==> src/rtl/sbus_pkg.sv <==
// Shared control codes and speed helpers for the link-side PHY interface.
// Assumes the speed code uses 00 for the slowest grade and 01 for the middle grade.
// Any other code selects the full data width.
package sbus_pkg;
    // Codes seen while the PHY owns the bus
    localparam logic [1:0] PHY_IDLE  = 2'b00;
    localparam logic [1:0] PHY_STAT  = 2'b01;
    localparam logic [1:0] PHY_RECV  = 2'b10;
    localparam logic [1:0] PHY_GRANT = 2'b11;
    // Codes driven while the link owns the bus
    localparam logic [1:0] LNK_REL   = 2'b00;
    localparam logic [1:0] LNK_HOLD  = 2'b01;
    localparam logic [1:0] LNK_XMIT  = 2'b10;

    // Active data lanes for a speed code on a bus of width dw
    function automatic int unsigned lane_count(input logic [1:0] spd, input int unsigned dw);
        case (spd)
            2'b00:   return dw / 4;
            2'b01:   return dw / 2;
            default: return dw;
        endcase
    endfunction
endpackage

==> src/rtl/sbus_rx_path.sv <==
// Receive side: watches the PHY-owned control bus. It shifts status pairs into a
// word and assembles packet bytes at the announced speed. Each byte is held back
// by one byte so that the final byte can carry the end mark.
// Assumes STAT_BITS is even and at least 4, and DATA_W is a multiple of 4.
module sbus_rx_path
    import sbus_pkg::*;
#(
    parameter int unsigned DATA_W    = 8,
    parameter int unsigned STAT_BITS = 16
) (
    input  logic                 clk,
    input  logic                 rst_n,
    input  logic                 en,
    input  logic [1:0]           ctl_i,
    input  logic [DATA_W-1:0]    d_i,
    input  logic                 rd_pending,
    output logic [STAT_BITS-1:0] stat_word,
    output logic                 stat_valid,
    output logic                 stat_is_read,
    output logic [DATA_W-1:0]    rx_data,
    output logic                 rx_valid,
    output logic                 rx_last
);
    localparam int unsigned STAT_STEPS = STAT_BITS / 2;
    localparam int unsigned SCW        = $clog2(STAT_STEPS + 1);
    localparam int unsigned BCW        = $clog2(DATA_W + 1);
    localparam int unsigned LO_W       = DATA_W / 4;
    localparam int unsigned MID_W      = DATA_W / 2;

    typedef enum logic [1:0] {R_MON, R_STAT, R_RECV} rx_state_e;

    rx_state_e            st;
    logic [STAT_BITS-1:0] sh_stat;
    logic [SCW-1:0]       scnt;
    logic                 rd_q;
    logic [1:0]           spd;
    logic [DATA_W-1:0]    acc;
    logic [DATA_W-1:0]    held;
    logic [DATA_W-1:0]    nb;
    logic                 have;
    logic [BCW-1:0]       bits;
    logic [BCW-1:0]       lanes;
    logic [STAT_BITS-1:0] stat_next;

    // Merge the current data chunk under the partial byte
    always_comb begin
        lanes = BCW'(lane_count(spd, DATA_W));
        case (spd)
            2'b00:   nb = {acc[DATA_W-LO_W-1:0], d_i[LO_W-1:0]};
            2'b01:   nb = {acc[DATA_W-MID_W-1:0], d_i[MID_W-1:0]};
            default: nb = d_i;
        endcase
        stat_next = {sh_stat[STAT_BITS-3:0], d_i[1:0]};
    end

    // Phase tracking, status shifting and byte assembly
    always_ff @(posedge clk) begin
        if (!rst_n) begin
            st           <= R_MON;
            sh_stat      <= '0;
            scnt         <= '0;
            rd_q         <= 1'b0;
            spd          <= 2'b00;
            acc          <= '0;
            held         <= '0;
            have         <= 1'b0;
            bits         <= '0;
            stat_word    <= '0;
            stat_valid   <= 1'b0;
            stat_is_read <= 1'b0;
            rx_data      <= '0;
            rx_valid     <= 1'b0;
            rx_last      <= 1'b0;
        end else begin
            stat_valid <= 1'b0;
            rx_valid   <= 1'b0;
            rx_last    <= 1'b0;
            case (st)
                R_MON: begin
                    if (en && ctl_i == PHY_STAT) begin
                        sh_stat <= STAT_BITS'(d_i[1:0]);
                        scnt    <= SCW'(1);
                        rd_q    <= rd_pending;
                        st      <= R_STAT;
                    end else if (en && ctl_i == PHY_RECV) begin
                        spd  <= d_i[1:0];
                        bits <= '0;
                        acc  <= '0;
                        have <= 1'b0;
                        st   <= R_RECV;
                    end
                end
                R_STAT: begin
                    if (ctl_i == PHY_STAT) begin
                        sh_stat <= stat_next;
                        scnt    <= scnt + SCW'(1);
                        if (scnt == SCW'(STAT_STEPS - 1)) begin
                            stat_word    <= stat_next;
                            stat_valid   <= 1'b1;
                            stat_is_read <= rd_q;
                            st           <= R_MON;
                        end
                    end else begin
                        st <= R_MON;
                    end
                end
                default: begin
                    if (ctl_i == PHY_RECV) begin
                        if (int'(bits) + int'(lanes) >= int'(DATA_W)) begin
                            bits <= '0;
                            acc  <= '0;
                            held <= nb;
                            have <= 1'b1;
                            if (have) begin
                                rx_valid <= 1'b1;
                                rx_data  <= held;
                            end
                        end else begin
                            acc  <= nb;
                            bits <= bits + lanes;
                        end
                    end else begin
                        if (have) begin
                            rx_valid <= 1'b1;
                            rx_last  <= 1'b1;
                            rx_data  <= held;
                        end
                        have <= 1'b0;
                        st   <= R_MON;
                    end
                end
            endcase
        end
    end

    AST_STAT_ONE_PULSE: assert property (@(posedge clk) disable iff (!rst_n)
        stat_valid |=> !stat_valid);
    AST_LAST_WITH_VALID: assert property (@(posedge clk) disable iff (!rst_n)
        rx_last |-> rx_valid);
    AST_STAT_NEEDS_CODE: assert property (@(posedge clk) disable iff (!rst_n)
        $rose(stat_valid) |-> $past(ctl_i) == PHY_STAT);
endmodule

==> src/rtl/sbus_tx_path.sv <==
// Transmit side: takes the buses after a grant and drives hold until a byte is
// ready. It then sends each byte in chunks at the packet's speed. Between
// concatenated packets it holds; after the final packet it releases for one
// idle cycle.
// Assumes the source keeps tx_speed valid for the first byte of each packet.
module sbus_tx_path
    import sbus_pkg::*;
#(
    parameter int unsigned DATA_W = 8
) (
    input  logic              clk,
    input  logic              rst_n,
    input  logic [1:0]        ctl_i,
    input  logic [DATA_W-1:0] tx_data,
    input  logic              tx_ready,
    input  logic              tx_last,
    input  logic [1:0]        tx_speed,
    input  logic              tx_more,
    output logic [1:0]        ctl_o,
    output logic              ctl_oe,
    output logic [DATA_W-1:0] d_o,
    output logic              d_oe,
    output logic              tx_take
);
    localparam int unsigned BCW   = $clog2(DATA_W + 1);
    localparam int unsigned LO_W  = DATA_W / 4;
    localparam int unsigned MID_W = DATA_W / 2;

    typedef enum logic [1:0] {T_MON, T_HOLD, T_XMIT, T_REL} tx_state_e;

    tx_state_e         st;
    logic [DATA_W-1:0] sh;
    logic [DATA_W-1:0] shifted;
    logic              last_q;
    logic              in_pkt;
    logic [1:0]        spd;
    logic [BCW-1:0]    sent;
    logic [BCW-1:0]    lanes;
    logic              byte_end;
    logic              load;

    // Chunk selection, byte boundary and consume decision
    always_comb begin
        lanes    = BCW'(lane_count(spd, DATA_W));
        byte_end = (int'(sent) + int'(lanes) >= int'(DATA_W));
        load     = tx_ready && ((st == T_HOLD) || (st == T_XMIT && byte_end && !last_q));
        case (spd)
            2'b00: begin
                shifted = sh << LO_W;
                d_o     = DATA_W'(sh[DATA_W-1 -: LO_W]);
            end
            2'b01: begin
                shifted = sh << MID_W;
                d_o     = DATA_W'(sh[DATA_W-1 -: MID_W]);
            end
            default: begin
                shifted = '0;
                d_o     = sh;
            end
        endcase
        if (st != T_XMIT) d_o = '0;
        case (st)
            T_HOLD:  ctl_o = LNK_HOLD;
            T_XMIT:  ctl_o = LNK_XMIT;
            default: ctl_o = LNK_REL;
        endcase
        ctl_oe  = (st != T_MON);
        d_oe    = (st != T_MON);
        tx_take = load;
    end

    // Ownership sequence and byte streaming
    always_ff @(posedge clk) begin
        if (!rst_n) begin
            st     <= T_MON;
            sh     <= '0;
            last_q <= 1'b0;
            in_pkt <= 1'b0;
            spd    <= 2'b00;
            sent   <= '0;
        end else begin
            case (st)
                T_MON: begin
                    if (ctl_i == PHY_GRANT) st <= T_HOLD;
                end
                T_HOLD: begin
                    if (load) begin
                        sh     <= tx_data;
                        last_q <= tx_last;
                        sent   <= '0;
                        in_pkt <= 1'b1;
                        if (!in_pkt) spd <= tx_speed;
                        st     <= T_XMIT;
                    end
                end
                T_XMIT: begin
                    if (byte_end) begin
                        if (last_q) begin
                            in_pkt <= 1'b0;
                            st     <= tx_more ? T_HOLD : T_REL;
                        end else if (load) begin
                            sh     <= tx_data;
                            last_q <= tx_last;
                            sent   <= '0;
                        end else begin
                            st <= T_HOLD;
                        end
                    end else begin
                        sh   <= shifted;
                        sent <= sent + lanes;
                    end
                end
                default: st <= T_MON;
            endcase
        end
    end

    AST_NO_RESERVED_CODE: assert property (@(posedge clk) disable iff (!rst_n)
        ctl_oe |-> ctl_o != 2'b11);
    AST_DRIVE_AFTER_GRANT: assert property (@(posedge clk) disable iff (!rst_n)
        $rose(ctl_oe) |-> $past(ctl_i) == PHY_GRANT);
    AST_SINGLE_RELEASE: assert property (@(posedge clk) disable iff (!rst_n)
        (ctl_oe && ctl_o == LNK_REL) |=> !ctl_oe);
    AST_TAKE_WHEN_READY: assert property (@(posedge clk) disable iff (!rst_n)
        tx_take |-> tx_ready);
    AST_HOLD_AFTER_GRANT: assert property (@(posedge clk) disable iff (!rst_n)
        $rose(ctl_oe) |-> ctl_o == LNK_HOLD);
endmodule

==> src/rtl/sbus_link_phy_if.sv <==
// Top of the link-side PHY interface. It joins the receive monitor and the
// transmit owner. The monitor listens only while the PHY owns the buses.
// Assumes pad-level splitting of each bidirectional bus into in/out/enable.
module sbus_link_phy_if
    import sbus_pkg::*;
#(
    parameter int unsigned DATA_W    = 8,
    parameter int unsigned STAT_BITS = 16
) (
    input  logic                 clk,
    input  logic                 rst_n,
    input  logic [1:0]           ctl_i,
    output logic [1:0]           ctl_o,
    output logic                 ctl_oe,
    input  logic [DATA_W-1:0]    d_i,
    output logic [DATA_W-1:0]    d_o,
    output logic                 d_oe,
    input  logic                 rd_pending,
    output logic [STAT_BITS-1:0] stat_word,
    output logic                 stat_valid,
    output logic                 stat_is_read,
    output logic [DATA_W-1:0]    rx_data,
    output logic                 rx_valid,
    output logic                 rx_last,
    input  logic [DATA_W-1:0]    tx_data,
    input  logic                 tx_ready,
    input  logic                 tx_last,
    input  logic [1:0]           tx_speed,
    input  logic                 tx_more,
    output logic                 tx_take
);
    logic phy_owns;

    // Monitoring is enabled whenever the link is not driving
    always_comb phy_owns = !ctl_oe;

    sbus_rx_path #(.DATA_W(DATA_W), .STAT_BITS(STAT_BITS)) u_rx (
        .clk(clk), .rst_n(rst_n), .en(phy_owns), .ctl_i(ctl_i), .d_i(d_i),
        .rd_pending(rd_pending), .stat_word(stat_word), .stat_valid(stat_valid),
        .stat_is_read(stat_is_read), .rx_data(rx_data), .rx_valid(rx_valid),
        .rx_last(rx_last)
    );

    sbus_tx_path #(.DATA_W(DATA_W)) u_tx (
        .clk(clk), .rst_n(rst_n), .ctl_i(ctl_i), .tx_data(tx_data),
        .tx_ready(tx_ready), .tx_last(tx_last), .tx_speed(tx_speed),
        .tx_more(tx_more), .ctl_o(ctl_o), .ctl_oe(ctl_oe), .d_o(d_o),
        .d_oe(d_oe), .tx_take(tx_take)
    );

    AST_ENABLES_PAIRED: assert property (@(posedge clk) disable iff (!rst_n)
        ctl_oe == d_oe);
endmodule

==> config.mk <==
export PLATFORM = sky130hd
export DESIGN_NAME = sbus_link_phy_if
export DESIGN_NICKNAME = d
export VERILOG_FILES = /design/src/rtl/sbus_pkg.sv /design/src/rtl/sbus_rx_path.sv /design/src/rtl/sbus_tx_path.sv /design/src/rtl/sbus_link_phy_if.sv
export SDC_FILE = /design/constraint.sdc
export NUM_CORES = 1
export LEC_CHECK = 0
export ABC_CLOCK_PERIOD_IN_PS = 3050
export BUFFER_PORTS_ARGS = -buffer_cell sky130_fd_sc_hd__buf_4
export CORE_ASPECT_RATIO = 1.1
export CORE_MARGIN = 1
export CORE_UTILIZATION = 42
export CTS_BUF_LIST = sky130_fd_sc_hd__clkbuf_16
export DETAILED_ROUTE_END_ITERATION = 12
export GPL_TIMING_DRIVEN = 1
export PLACE_DENSITY = 0.6
export SYNTH_ARGS = -nofsm -noshare
export SYNTH_HDL_FRONTEND = slang
export SYNTH_SLANG_ARGS = --single-unit
==> constraint.sdc <==
create_clock -name clk -period 3.05 [get_ports clk]
set_clock_uncertainty 0.05 [all_clocks]
set_input_delay 0.305 -clock clk [delete_from_list [all_inputs] [get_ports clk]]
set_output_delay 0.305 -clock clk [all_outputs]
set_load 0.05 [all_outputs]
Word level (Yosys, flattened, before mapping)
Index checks and enable logic that the tools add are counted.
{"block": "word_totals", "output_inout_bits": 41, "input_bits": 26, "word_cells": 157, "ff_bits": 88}
{"block": "op_classes", "muxes": 65, "n_reduce_logical": 34, "n_eq_ne": 25, "n_lt_le_gt_ge": 2, "addsub": 5, "n_bitwise": 5}
{"operator": "greater-or-equal comparator 32 x 5 -> 1 bit, second input constant", "n": 2}
{"operator": "one-hot mux 8 bit (2 select lines)", "n": 4}
{"operator": "two-way mux 8 bit", "n": 7}
{"operator": "one-hot mux 4 bit (2 select lines)", "n": 5}
{"operator": "two-way mux 4 bit", "n": 9}
{"operator": "two-way mux 14 bit", "n": 2}
{"operator": "one-hot mux 14 bit (2 select lines)", "n": 1}
{"operator": "two-way mux 6 bit", "n": 4}
{"operator": "AND reduction 3 bit", "n": 8}
{"operator": "two-way mux 2 bit", "n": 11}
{"operator": "AND reduction 4 bit", "n": 4}
{"operator": "two-way mux 1 bit", "n": 15}
{"operator": "inequality test 2 x 1 -> 1 bit, second input constant", "n": 6}
{"operator": "inequality test 3 bit, second input constant", "n": 4}
{"operator": "one-hot mux 6 bit (2 select lines)", "n": 1}
{"operator": "adder 4 x 4 -> 5 bit", "n": 2}
{"operator": "== test 2 x 1 -> 1 bit, second input constant", "n": 5}
{"operator": "adder 4 bit", "n": 2}
{"operator": "logical NOT 2 bit", "n": 4}
{"operator": "inequality test 2 bit, second input constant", "n": 4}
{"operator": "one-hot mux 2 bit (2 select lines)", "n": 2}
{"operator": "nonzero test 2 bit", "n": 4}
{"operator": "== test 2 bit, second input constant", "n": 3}
{"operator": "one-hot mux 1 bit (2 select lines)", "n": 3}
{"operator": "13 further kinds", "n": 24}

Depth between registers and ports, before layout
{"block": "depth", "word_depth": 12, "ltp_mapped": 10, "mapped_depth_nobuf": 8}

Modules after synthesis
Synthesis repeated with hierarchy kept, for this count alone.
{"block": "hier_totals", "hier_cells": 439, "area_unflattened_um2": 3867.5}
{"mod": "sbus_rx_path", "n_inst": 1, "seq_area_each_um2": 1381.3, "area_per_inst_um2": 2676.3, "cells_per_inst": 294}
{"mod": "sbus_tx_path", "n_inst": 1, "seq_area_each_um2": 340.3, "area_per_inst_um2": 1187.4, "cells_per_inst": 144}
{"mod": "sbus_link_phy_if", "n_inst": 1, "seq_area_each_um2": 0.0, "area_per_inst_um2": 3.8, "cells_per_inst": 1}

Worst setup path after synthesis
Ideal clock, no wire load.
{"block": "synth_path", "kind": "register to output", "startpoint": "reg u_tx.spd[0]", "endpoint": "out tx_take", "path_slack_ns": 0.021, "arrival_time_ns": 2.674, "path_stages_with_launch": 10, "path_buffers": 2, "cell_sequence": "dfxtp_1 clkbuf_1 nor2b_1 inv_1 fa_1 or3b_2 o21a_4 buf_6 a31oi_1 nor2b_1"}
{"block": "synth_via", "elab_chain_cells": 8, "word_cells_on_any_way": 9, "classes_between": "add/sub: 1; order compare: 1; eq/ne: 1; mux: 1; reduce/logical: 5"}
{"item": "start: declaration", "line": "sbus_tx_path.sv:36", "text": "logic [1:0] spd;"}
{"item": "start signal: assignment", "line": "sbus_tx_path.sv:92", "text": "if (!in_pkt) spd <= tx_speed;"}
{"item": "== test 2 x 1 -> 1 bit / logical NOT 2 bit (equally long branches)", "line": "sbus_pkg.sv:17", "text": "case (spd)"}
{"item": "one-hot mux 4 bit (2 select lines) (*)", "line": "sbus_pkg.sv:17"}
{"item": "adder 4 x 4 -> 5 bit (*)", "line": "sbus_tx_path.sv:45", "text": "byte_end = (int'(sent) + int'(lanes) >= int'(DATA_W));"}
{"item": "greater-or-equal comparator 32 x 5 -> 1 bit (*)", "line": "sbus_tx_path.sv:45"}
{"item": "logical AND 1 bit (*) (2 in a row)", "line": "sbus_tx_path.sv:46", "text": "load = tx_ready && ((st == T_HOLD) || (st == T_XMIT && byte_end && !last_q));"}
{"item": "logical OR 1 bit (*)", "line": "sbus_tx_path.sv:46"}
{"item": "logical AND 1 bit (*)", "line": "sbus_tx_path.sv:46"}
{"item": "end: declaration", "line": "sbus_link_phy_if.sv:30", "text": "output logic tx_take"}
Mark *: on every way between the ends. The rest lies on a longest branch, timed or not.

Worst setup path after layout
Ends and elaborated chain as after synthesis.

==> run metrics <==
max incr delay on CP between 0.3 and 0.4 ns; TritonRoute pass-1 iters 4; Peak Freq between 300 and 400 MHz; Hold Slack around 0.15 ns; Worst Max-Slew Pin Slew 0.953 ns; Slew Limit Headroom a little over a third; clock period minus worst slack about 2.9 ns; Unique masters post-synth 67; Crit. End Element primary output; flop2flop setup slack ~0.38 ns; CP max-delay cell or3b_4; CP Data Required Time roughly 2.7 ns; Cell Count Post-Placement about 630; static leakage 1.99 nW; WL final 9550 um; R2R Path End u_tx.sh[4]$_SDFFE_PN0P_; syn nets 506; Setup Crit Path Kind flop to primary output; total track usage 19.6%; CTS Buf Count 9; pwr/cell area ~600 nW/um^2; clk_lat worst skew ~0.34 ns; Setup crit start kind flop; crit path max fanout 6; worst hold-check path type input port to flop; layout cells sized above 1 between 20% and 30%; via count 3576; Setup WS pre-CTS 0.343 ns; die width between 90 and 100 um; critical path arrival roughly 2.5 ns; ANT nets after route 0; Max-cap violations 0; Ys Warns 0; reg-to-reg startpoint u_tx.spd[0]$_SDFFE_PN0P_; synthesized cell area between 4000 and 5000 um^2; TNS Setup 0 ns; DR DRC count 0; gr ovfl total 0; ant diodes 0; Slew Limit Fails 0; VDD IR max around 0.00028 V; Final setup viols 0; Die Y about 110 um; Hold Crit Depth 3; Reg clk slew, reported paths around 0.070 ns; CTS tree yes; reg2reg path depth 9; I/O Buffers between 60 and 70; H-tree Lvls 3; Placer Congestion approximately 0.79; WHS Endpoint u_rx.rd_q$_SDFFE_PN0P_; run status finished clean; post-route cell area 5030 um^2; Seq/Total Area, Yosys around two fifths; syn_area_per_cell 8.81 um^2; Rows 37; predominant post-synthesis flop cell dfxtp_1; Initial Util around 44%; Hold Crit Start rd_pending; Post-synth EDFFs 0; die area a little over 10000 um^2; vias per cell about 5.5; DPL Wire Length approximately 6600 um; nets@finish 562; global-route wire length before repair 15500 um; Sink Count 86; Core ar. roughly 9400 um^2; #FFs+latches synth between 80 and 90; cell count after synthesis roughly 470; RSZ-0062 raised after global routing no; post-route insts no fill between 600 and 700; vias in the first global route 3215; Hold Vio Cnt, Final 0; CTS root buffer clkbuf_16; DP Area 4690 um^2; Layout area overhead 22.1%; clk buf depth 2; largest net degree at the start of global routing 56; Avg WL per Cell ~15 um; asr flop ratio synth 0%; drt initial violations roughly 110; worst-path cell chain nor2_2 > ha_2 > inv_1 > fa_2 > or3b_4 > o21a_4 > a31oi_2 > nor2b_1 > buf_4; initial antenna violation count 0; post-route setup slack about 0.16 ns; # IOs 67; Tcrit/Tclk final 94.6%; hold_buf cts 0
## area by class of cell
class	count	area (um^2)
fill	912	4410
multi-input combinational	336	2220
sequential	86	1720
timing repair buffer	79	593
clock buffer	9	225
tap	117	146
clock inverter	7	78.8
inverter	12	45.0
## worst max-delay path by stage
stage,startpoint,endpoint,slack [ns],depth (start not counted)
final,u_tx.spd[0]$_SDFFE_PN0P_,tx_take,0.16,9
after global routing,u_tx.spd[0]$_SDFFE_PN0P_,tx_take,0.04,9
after CTS,u_tx.spd[1]$_SDFFE_PN0P_,tx_take,0.01,9
after detailed placement,u_tx.spd[0]$_SDFFE_PN0P_,tx_take,0.34,9
after global placement,u_tx.spd[1]$_SDFFE_PN0P_,tx_take,0.41,9
after floorplan,u_tx.spd[0]$_SDFFE_PN0P_,tx_take,0.02,9
## registers in the layout, summed over array words and instances (netlist names), 2 cells and up
name,flops
u_rx.acc,6
u_rx.bits,3
u_rx.held,8
u_rx.rx_data,8
u_rx.scnt,4
u_rx.sh_stat,14
u_rx.spd,2
u_rx.st,2
u_rx.stat_word,16
u_tx.sent,3
u_tx.sh,8
u_tx.spd,2
u_tx.st,2
## where the power goes
part / internal [W] / switching (W) / leakage (nW)
Combinational: 0.000252 / 0.000424 / 1.14
Sequential: 0.00118 / 0.0000518 / 0.694
Clock: 0.000645 / 0.000474 / 0.151
Total: 0.00207 / 0.000949 / 1.99
## cell families (layout without fill, tap and decap cells)
kind of cell / Yosys count / in the layout / synth area share, %
fa+ha+maj: 12 / 12 / 4.01
flops: 86 / 86 / 41.8
compound gates: 120 / 120 / 21.3
simple gates: 176 / 176 / 21.2
buf+inv: 46 / 107 / 4.86
mux: 26 / 26 / 6.46
xor+xnor: 2 / 2 / 0.425
## repair_timing
item | in CTS | in global routing
buffers inserted | 0 | 3
setup endpoints to repair | 1 | 1
resized for setup | 2 | 3
pin swaps | 0 | 2
## cells in the mapped netlist (4+ instances only)
cell	n	area, um^2
ha_1	10	125
nand2b_1	5	31.3
mux2i_1	21	210
and2_1	4	25.0
nand2_1	72	270
buf_2	4	20.0
o31ai_1	10	75.1
o21ai_0	7	35.0
nor4_1	4	25.0
o21a_1	8	60.1
o221a_2	4	45.0
nor3_1	4	20.0
and3_1	5	31.3
inv_1	10	37.5
nor2_1	40	150
o211ai_1	4	30.0
nor4b_1	6	52.6
nor2b_1	15	93.8
clkbuf_1	23	86.3
a21oi_1	37	185
dfxtp_1	86	1720
a22oi_1	13	97.6
o311ai_0	8	70.1
mux2_2	5	56.3
## stage by stage
stage / total power, W / util (%)
floorplan: 0.00174 / -
global placement: 0.00190 / 49.7
detailed placement: 0.00191 / 49.7
CTS: 0.00303 / 52.9
global route: 0.00317 / 53.3
finish: 0.00302 / 53.3
## layer usage
metal	global-route usage [%]	vias up	wire length (um)
met5	0	-	0
met4	6.72	0	153
met3	4.43	12	327
met2	30.6	68	4500
met1	26.3	1696	4560
li1	-	1800	-
## critical path: cells and delay by family, from the launching register on
kind | cells | cell delay (ns)
and+or+nand+nor | 3 | 0.60
AOI/OAI and AO/OA | 2 | 0.43
DFF | 1 | 0.33
adders and majority gates | 2 | 0.57
buffers and inverters | 2 | 0.24
## cells in the final DEF, fill, tap and decap left out, drive strengths merged, types with 4 or more instances in the layout
cell type and n:
a22oi 13, dfxtp 86, inv 14, o31a 4, ha 10, mux2i 21
and3 6, buf 79, nor4b 6, nand2b 5, mux2 5, o31ai 10
nand2 72, o311ai 8, nor4 5, a21oi 37, o21a 9, and2 4
nor3 4, clkbuf 9, o21ai 8, nor2 40, nor2b 15, o221a 4
o211ai 4, clkinv 4
Power figures use the tool's default switching activity.
